--- config.mk ---
export PLATFORM = sky130hd
export DESIGN_NAME = rev_energy_acc
export DESIGN_NICKNAME = d
export VERILOG_FILES = /design/src/rtl/rev_energy_acc.sv
export SDC_FILE = /design/constraint.sdc
export NUM_CORES = 1
export LEC_CHECK = 0
export BUFFER_PORTS_ARGS = -buffer_cell sky130_fd_sc_hd__buf_4
export CORE_UTILIZATION = 40
export DETAILED_ROUTE_END_ITERATION = 10
export GPL_ROUTABILITY_DRIVEN = 1
export PLACE_DENSITY = 0.59
export RECOVER_POWER = 100
export REMOVE_ABC_BUFFERS = 1
export SLEW_MARGIN = 20
export SYNTH_ARGS = -nofsm -noshare
export SYNTH_HDL_FRONTEND = slang
export SYNTH_SLANG_ARGS = --single-unit
--- constraint.sdc ---
create_clock -name clk -period 23.3 [get_ports clk]
set_input_delay 1.165 -clock clk [delete_from_list [all_inputs] [get_ports clk]]
set_output_delay 1.165 -clock clk [all_outputs]
set_load 0.01 [all_outputs]
--- src/rtl/rev_energy_acc.sv ---
module rev_energy_acc #(
  parameter int PW       = 24,
  parameter int AW       = 28,
  parameter int EW       = 16,
  parameter int RW       = 16,
  parameter int SEL_BIT  = 6,
  parameter int STAT_LSB = 6,
  parameter int SIGN_LSB = 0
) (
  input  logic              clk,
  input  logic              rst_n,
  input  logic              smp_valid,
  input  logic [3*PW-1:0]   pwr_total,
  input  logic [3*PW-1:0]   pwr_fund,
  input  logic [AW-2:0]     quantum_thr,
  input  logic              ctrl_we,
  input  logic [RW-1:0]     ctrl_wdata,
  input  logic              mask_we,
  input  logic [RW-1:0]     mask_wdata,
  input  logic              clr_we,
  input  logic [RW-1:0]     clr_wdata,
  output logic [RW-1:0]     status,
  output logic [RW-1:0]     sign_flags,
  output logic [3*EW-1:0]   energy,
  output logic              irq_n
);
  localparam int NPH = 3;

  logic [RW-1:0]        ctrl_q, mask_q;
  logic [NPH-1:0]       st_q, sgn_q, hit_pos, hit_neg, rev;
  logic signed [AW-1:0] acc_q [NPH];
  logic signed [AW:0]   sum_w [NPH];
  logic [EW-1:0]        en_q  [NPH];
  logic signed [AW:0]   thr_s;
  logic [NPH-1:0]       clr_bits, irq_bits;

  assign thr_s    = $signed({2'b00, quantum_thr});
  assign clr_bits = clr_we ? clr_wdata[STAT_LSB +: NPH] : '0;
  assign irq_bits = st_q & mask_q[STAT_LSB +: NPH];
  assign irq_n    = ~|irq_bits;

  always_comb begin
    status     = '0;
    sign_flags = '0;
    status[STAT_LSB +: NPH]     = st_q;
    sign_flags[SIGN_LSB +: NPH] = sgn_q;
  end

  for (genvar i = 0; i < NPH; i++) begin : g_ph
    logic signed [PW-1:0] smp;
    assign smp        = ctrl_q[SEL_BIT] ? pwr_fund[i*PW +: PW] : pwr_total[i*PW +: PW];
    assign sum_w[i]   = (AW+1)'(acc_q[i]) + (AW+1)'(smp);
    assign hit_pos[i] = smp_valid && (sum_w[i] >= thr_s);
    assign hit_neg[i] = smp_valid && !hit_pos[i] && (sum_w[i] <= -thr_s);
    assign rev[i]     = (hit_pos[i] && sgn_q[i]) || (hit_neg[i] && !sgn_q[i]);
    assign energy[i*EW +: EW] = en_q[i];

    p_sign_moves_with_flag_r7: assert property (@(posedge clk) disable iff (!rst_n)
      !$stable(sign_flags[SIGN_LSB+i]) |-> status[STAT_LSB+i]);

    p_energy_needs_sample_r3: assert property (@(posedge clk) disable iff (!rst_n)
      !$past(smp_valid) |-> $stable(energy[i*EW +: EW]));

    p_flag_from_quantum_r11: assert property (@(posedge clk) disable iff (!rst_n)
      $rose(status[STAT_LSB+i]) |-> $past(smp_valid) && !$stable(energy[i*EW +: EW]));

    p_set_beats_clear_r10: assert property (@(posedge clk) disable iff (!rst_n)
      rev[i] |=> status[STAT_LSB+i]);
  end

  always_ff @(posedge clk) begin
    if (!rst_n) begin
      ctrl_q <= '0;
      mask_q <= '0;
      st_q   <= '0;
      sgn_q  <= '0;
      for (int i = 0; i < NPH; i++) begin
        acc_q[i] <= '0;
        en_q[i]  <= '0;
      end
    end else begin
      if (ctrl_we) ctrl_q <= ctrl_wdata;
      if (mask_we) mask_q <= mask_wdata;
      st_q <= rev | (st_q & ~clr_bits);
      for (int i = 0; i < NPH; i++) begin
        if (smp_valid) begin
          if (hit_pos[i]) begin
            acc_q[i] <= AW'(sum_w[i] - thr_s);
            en_q[i]  <= en_q[i] + 1'b1;
            sgn_q[i] <= 1'b0;
          end else if (hit_neg[i]) begin
            acc_q[i] <= AW'(sum_w[i] + thr_s);
            en_q[i]  <= en_q[i] - 1'b1;
            sgn_q[i] <= 1'b1;
          end else begin
            acc_q[i] <= AW'(sum_w[i]);
          end
        end
      end
    end
  end

  p_irq_needs_masked_flag_r8: assert property (@(posedge clk) disable iff (!rst_n)
    !irq_n |-> |(status[STAT_LSB +: NPH] & mask_q[STAT_LSB +: NPH]));

endmodule

* After elaboration in Yosys (flattened, before gate mapping)
Memories as Yosys holds them, arrays and structs flattened. Cells that the tools add are included.
Operators by class: bitwise gates (word level) 19, $add $sub $neg 16, order comparisons 6, mux-type cells 68, reductions and logical operators 32
Operators by type and width (number):
- $mux W28 | 9
- $mux W16 | 6
- $add A28 B24 Y29 | 3
- $ge A29 B28 Y1 | 3
- $le A29 B29 Y1 | 3
- $add A28 B28 Y28 | 3
- $sub A28 B28 Y28 | 3
- $mux W24 | 3
- $mux W1 | 49
- $add A16 B1 Y16 const B | 3
- $sub A16 B1 Y16 const B | 3
- $neg A27 Y29 | 1
- $logic_and A1 B1 Y1 | 15
- $or A1 B1 Y1 | 15
- $logic_not A1 Y1 | 7
- $and A3 B3 Y3 | 2
- $reduce_and A2 Y1 | 3
- $reduce_bool A2 Y1 | 3
- $logic_or A1 B1 Y1 | 3
- $mux W3 | 1
- $not A3 Y3 | 1
- $or A3 B3 Y3 | 1
- $reduce_or A3 Y1 | 1
Word-level totals: output and inout bits 81, logic and storage cells 149, bits in registers 22, bits in writable memories 132, memories kept 2
Memories:
- acc_q | words 3, bits a word 28, rd ports 3, clocked after memory_dff 0, write ports 3, line 31 | logic signed [AW-1:0] acc_q [NPH];
- en_q | words 3, bits a word 16, rd ports 3, clocked after memory_dff 0, write ports 3, line 33 | logic [EW-1:0] en_q [NPH];

* Longest topological paths before layout
Gate-level depths: netlist of the first run.
depth in word-level cells 14, depth in mapped cells 41

* Least setup slack after synthesis of the first run
No wires, ideal clock.
path kind input port to flip-flop, start input port quantum_thr[1], end memory acc_q[0][26] (data pin), buffers on the path 3, library setup time 268 ps, stages on the path 37, data arrival time 8711 ps, required time 23032 ps, slack 14321 ps, cell sequence inv_1 ha_1 nand3_1 or3_1 nand2b_4 nand4b_1 or3_1 or3_1 buf_2 nor3_4 nand2_1 xnor2_1 ha_1 a21o_1 a21o_1 a21oi_1 o2111ai_1 a22o_1 o21ai_0 and2_1 and2_1 buf_2 buf_1 a21o_1 inv_1 fa_1 nor2b_1 o21ai_0 a21boi_0 o21ai_0 nand2b_1 a311oi_1 or2_2 o21ai_0 mux2i_1 a2111oi_0 o31ai_1
RTL lines:
- start, declared | line 15 | input logic [AW-2:0] quantum_thr,
- end, declared | line 31

==> impl_metrics.toml, run 1 <==
[timing]
max_slew.worst_pin.slew_ns = 3.46
fin_setup_tns_ns = 0
finClkSkew_ns = 0.0235
min_period_ns = 13.52
rsz0062_at_grt = "false"
timing.final.crit_share = 0.580
hold_viol_final = 0
relSlewSlack = -1.31
max_freq_mhz = 74.0
drv_slew = 349
setup_viol = 0

[die]
die_w_um = 238
core_sq_mm = 0.0543
initial_core_util = 0.409
dieArea_sq_mm = 0.0565
pin_count = 306
rows = 85
die_h_um = 238

[worst_setup_path]
r2r_slack_ns = 9.78
arrival_ns = 13.69
path_buf_inv = 3
end_kind = "flop"
crit_cells = 36
crit_slowest_cell = "clkbuf_1"
crit_type = "flop to flop"
worstPathRequired_ns = 23.47
worst-r2r-cell-count = 36
cp_max_fo = 34
path_delay_family = "compound AO/OA/AOI/OAI gates"
cpMostUsedCell = "o21ai_0"
start_kind = "flop"
cpPeakStageDelay_ns = 1.36

[yosys]
ys.flop_type = "edfxtp_1"
synth-edff-count = 132
async_flop_share = 0
syn_inst = 2651
synth_seq_cells = 142
ys_types = 92
syn_area_sq_mm = 0.0222
yosys_warnings = 0
syn_area_per_cell_sq_um = 8.38
ys_seq_area_frac = 0.188

[clock_tree]
post_cts_buffers = 0
ctsResizeCount = 0
clk_pin_slew_ns = 0.08
ctsRootBufferMaster = "clkbuf_16"
htreeDepth = 4
hold_buffers = 0
clk_path_buf_depth = 2
cts_tree = "built"
cts_inserted_buffers = 17
cts_sinks = 142
clk_latency_ns = 0.50

[finish]
n_fill_cell = 5475
drive_gt1_frac = 0.116
syn_to_final_growth_pct = 12.4
nNetsFinal = 3443
design_area_sq_mm = 0.0250

[flow_run]
maxCapViolations = 10

[detailed_routing]
drt_iter0_drc = 1367
dr.pass1.iters = 6
ant_nets = 0
routed_wl_um = 71200
wl_per_cell_um = 19.8
vias = 20800
drc_errors = 0
avgViaCountPerCell = 5.77

[global_route]
grt_pass1_vias = 20300
grt_overflow = 0
antenna_found_initial = 6
grt_pass1_wl_um = 110000
grt_max_degree = 57
groute.usage.overall = 0.250

[placed_design]
place_congestion = 0.914
hpwl_um = 58300
portBuffers = 238
dpl_cell_area_sq_mm = 0.0246

[outcome]
outcome = "finished, violations left"
violations = "capacitance limit, slew limit"

[hold_path]
hold_depth = 2
holdCritPathClass = "flop to flop"
cell families (layout without fill, tap and decap cells):
logic type,after synthesis,count (layout),synth area share
fa+ha+maj,371,371,0.212
xor+xnor,232,232,0.0915
mux,108,108,0.0527
simple gates,759,759,0.166
buf+inv,247,431,0.0494
other cells,1,27,0.000169
flops,142,142,0.188
compound gates,791,791,0.241
routing by layer:
metal / GRT usage / vias to the layer above / routed length (um)
met4: 0.0790 / 10 / 1710
met2: 0.432 / 549 / 34500
met5: 0 / - / 61
li1: - / 10300 / -
met3: 0.0521 / 112 / 3870
met1: 0.309 / 9824 / 31100
layout by cell type (no fill, tap or decap), types with 26 or more instances in the layout:
| cell type | n |
|---|---|
| ha_1 | 362 |
| nor2_1 | 242 |
| a21oi_1 | 233 |
| buf_4 | 192 |
| xnor2_1 | 183 |
| nand2_1 | 167 |
| edfxtp_1 | 132 |
| inv_1 | 129 |
| o21ai_0 | 118 |
| a21o_1 | 100 |
| clkbuf_1 | 75 |
| mux2_2 | 69 |
| nand3_1 | 67 |
| nor3_1 | 54 |
| xor2_1 | 49 |
| nor2b_1 | 42 |
| o21bai_1 | 39 |
| nand4_1 | 37 |
| mux2i_1 | 37 |
| o21a_1 | 29 |
| nand2b_1 | 29 |
| or3_1 | 28 |
| a211oi_1 | 27 |
| a31oi_1 | 27 |
| o211ai_1 | 26 |
| conb_1 | 26 |
tightest hold or removal path: cells and delay by family, from the launching register on:
family / cells / cell delay [ns]
DFF: 1 / 0.31
muxes: 1 / 0.12
and+or+nand+nor: 1 / 0.06
per-stage QoR:
step           utilization  hold WS (ns)  std cells  setup WS, ns
2_1_floorplan            -         0.481       2564         13.70
3_3_place_gp         0.453         0.498       3567         12.44
3_5_place_dp         0.453         0.523       3567         12.38
4_1_cts              0.464         0.541       3599         12.71
5_1_grt              0.459         0.573       3599          8.75
6_report             0.459         0.543       3600          9.78
Yosys cell counts (7+ instances only):
master	number	share of area
a2111oi_0	8	0.0032
a211o_1	10	0.0039
a211oi_1	27	0.0091
a21boi_0	8	0.0027
a21o_1	100	0.034
a21oi_1	233	0.053
a221o_1	11	0.0050
a221oi_1	23	0.0091
a31oi_1	27	0.0076
a41oi_1	7	0.0028
and2_1	12	0.0034
and3_1	23	0.0065
and4_1	11	0.0043
buf_2	15	0.0034
buf_4	34	0.011
clkbuf_1	56	0.0095
dfxtp_1	10	0.0090
edfxtp_1	132	0.18
fa_1	9	0.0081
ha_1	362	0.20
inv_1	129	0.022
mux2_2	70	0.035
mux2i_1	37	0.017
nand2_1	169	0.029
nand2b_1	29	0.0082
nand3_1	67	0.015
nand4_1	37	0.010
nor2_1	242	0.041
nor2b_1	42	0.012
nor3_1	55	0.012
nor3b_1	7	0.0024
nor4_1	12	0.0034
o211ai_1	26	0.0088
o21a_1	29	0.0098
o21ai_0	115	0.026
o21bai_1	39	0.013
o221a_2	13	0.0066
o221ai_1	11	0.0043
o22ai_1	7	0.0020
o31ai_1	10	0.0034
o32ai_1	8	0.0032
or3_1	28	0.0079
xnor2_1	183	0.072
xor2_1	49	0.019
final timing paths:
path | end | start
max | acc_q[0][26] | ctrl_q[6]
min | mask_q[8] | mask_q[8]
max reg2reg | acc_q[0][26] | ctrl_q[6]
min reg2reg | mask_q[8] | mask_q[8]
layout make-up:
type                       count  area (sq um)  share of cell area
antenna                        1          2.50            0.000100
clock buffer                  22           464              0.0186
clock inverter                10           140             0.00562
inverter                     135           507              0.0203
multi-input combinational   2287         17000               0.683
sequential                   142          4160               0.167
tap                          739           925              0.0371
timing repair buffer         264          1710              0.0686
sequential cells by signal (all words and copies together) (netlist names):
name and count:
acc_q 84, ctrl_q 1, en_q 48, mask_q 3
sgn_q 3, st_q 3
Power of run 1 is left out: the tool's default activity adds up to more than one toggle a clock period on the data nets, which glitch-free logic cannot reach.
==> run 2, diff against run 1 <==
Clock period 23.3 ns to 13.1 ns, I/O delays scaled along.
==> impl_metrics.toml, run 2 (synthesis results as in run 1) <==
[outcome]
outcome = "finished, violations left"
violations = "capacitance limit, slew limit"

[timing]
timing.final.crit_share = 0.881
max_freq_mhz = 86.6
rsz0062_at_grt = "false"
min_period_ns = 11.55
max_slew.worst_pin.slew_ns = 3.54
finClkSkew_ns = 0.0168
relSlewSlack = -1.36
drv_slew = 218
hold_viol_final = 0
setup_viol = 0
holdWs_ns = 0.428
fin_setup_tns_ns = 0

[clock_tree]
clk_pin_slew_ns = 0.07
hold_buffers = 0
clk_latency_ns = 0.50
ctsResizeCount = 0
ctsRootBufferMaster = "clkbuf_16"
cts_tree = "built"
cts_inserted_buffers = 17
clk_path_buf_depth = 2
cts_sinks = 142
htreeDepth = 4
post_cts_buffers = 0

[global_route]
grt_pass1_vias = 20200
groute.usage.overall = 0.249
grt_overflow = 0
antenna_found_initial = 4
grt_pass1_wl_um = 110000
grt_max_degree = 57

[worst_setup_path]
end_kind = "flop"
r2r_slack_ns = 1.55
start_kind = "flop"
worstPathRequired_ns = 13.33
cpMostUsedCell = "o21ai_0"
crit_type = "flop to flop"
cp_max_fo = 34
arrival_ns = 11.77
cpPeakStageDelay_ns = 1.35
crit_slowest_cell = "dfxtp_1"

[detailed_routing]
ant_nets = 0
avgViaCountPerCell = 5.73
routed_wl_um = 70800
vias = 20600
drt_iter0_drc = 1318
dr.pass1.iters = 6
wl_per_cell_um = 19.7
drc_errors = 0

[finish]
reg_top3 = "acc_q: 84 flops, en_q: 48 flops"
final_common_cell = "ha_1"
drive_gt1_frac = 0.119
final_cell_mix = "ha_1 (362), nor2_1 (242), a21oi_1 (233)"
layout.cells.non_filler = 3600
top_register = "acc_q"
largest_reg_flops = 84
nNetsFinal = 3442
syn_to_final_growth_pct = 12.7
n_fill_cell = 5410
finalCoreUtilization = 0.460

[die]
pin_count = 306
rows = 85
dieArea_sq_mm = 0.0565
die_h_um = 238
core_sq_mm = 0.0543
initial_core_util = 0.409
die_w_um = 238

[placed_design]
portBuffers = 238
place_congestion = 0.923
dp_cells = 3566
hpwl_um = 58100

[hold_path]
holdCritPathClass = "input port to flop"

[flow_run]
maxCapViolations = 6
-- run 2: cell types whose count changed in the layout (fill, tap and decap cells not counted), sizes merged --
cell      delta
diode        +1
clkbuf      -13
inv          +1
bufinv       +2
buf          +8
clkinvlp     -2
clkinv       +3
-- run 2: cell type report --
type                       instances  area [sq um]  area share
clock inverter                    14           216     0.00865
sequential                       142          4160       0.166
multi-input combinational       2287         17000       0.681
antenna                            2          5.00    0.000200
timing repair buffer             263          1740      0.0695
clock buffer                      18           429      0.0172
inverter                         135           507      0.0203
tap                              739           925      0.0370
-- run 2: worst max-delay path: cells and delay by family, from the launching register on --
kind / cells / cell delay, ns
compound gates: 14 / 4.25
simple gates: 12 / 2.73
flops: 1 / 1.35
fa+ha+maj: 3 / 1.00
buf+inv: 3 / 0.95
mux: 2 / 0.56
xor+xnor: 2 / 0.38
-- run 2: metrics by stage --
step,setup slack (ns),area [sq um]
after floorplan,3.50,21700
after global placement,2.74,24600
after detailed placement,2.69,24600
after CTS,2.63,25300
after global routing,0.899,25000
final,1.55,25000
-- run 2: path summary, 6_finish.rpt --
kind	start	endpoint	cells past startpoint
min	mask_wdata[8]	mask_q[8]	3
min reg2reg	mask_q[7]	mask_q[7]	2
max reg2reg	ctrl_q[6]	acc_q[0][26]	36
max	ctrl_q[6]	acc_q[0][26]	36
-- run 2: metal layers --
layer,vias up,routed length (um),GRT usage
met5,-,33,0
met4,6,1480,0.0702
met3,97,3830,0.0448
met2,536,34400,0.434
met1,9727,31000,0.314
li1,10300,-,-
Power of run 2 is left out for the same reason.
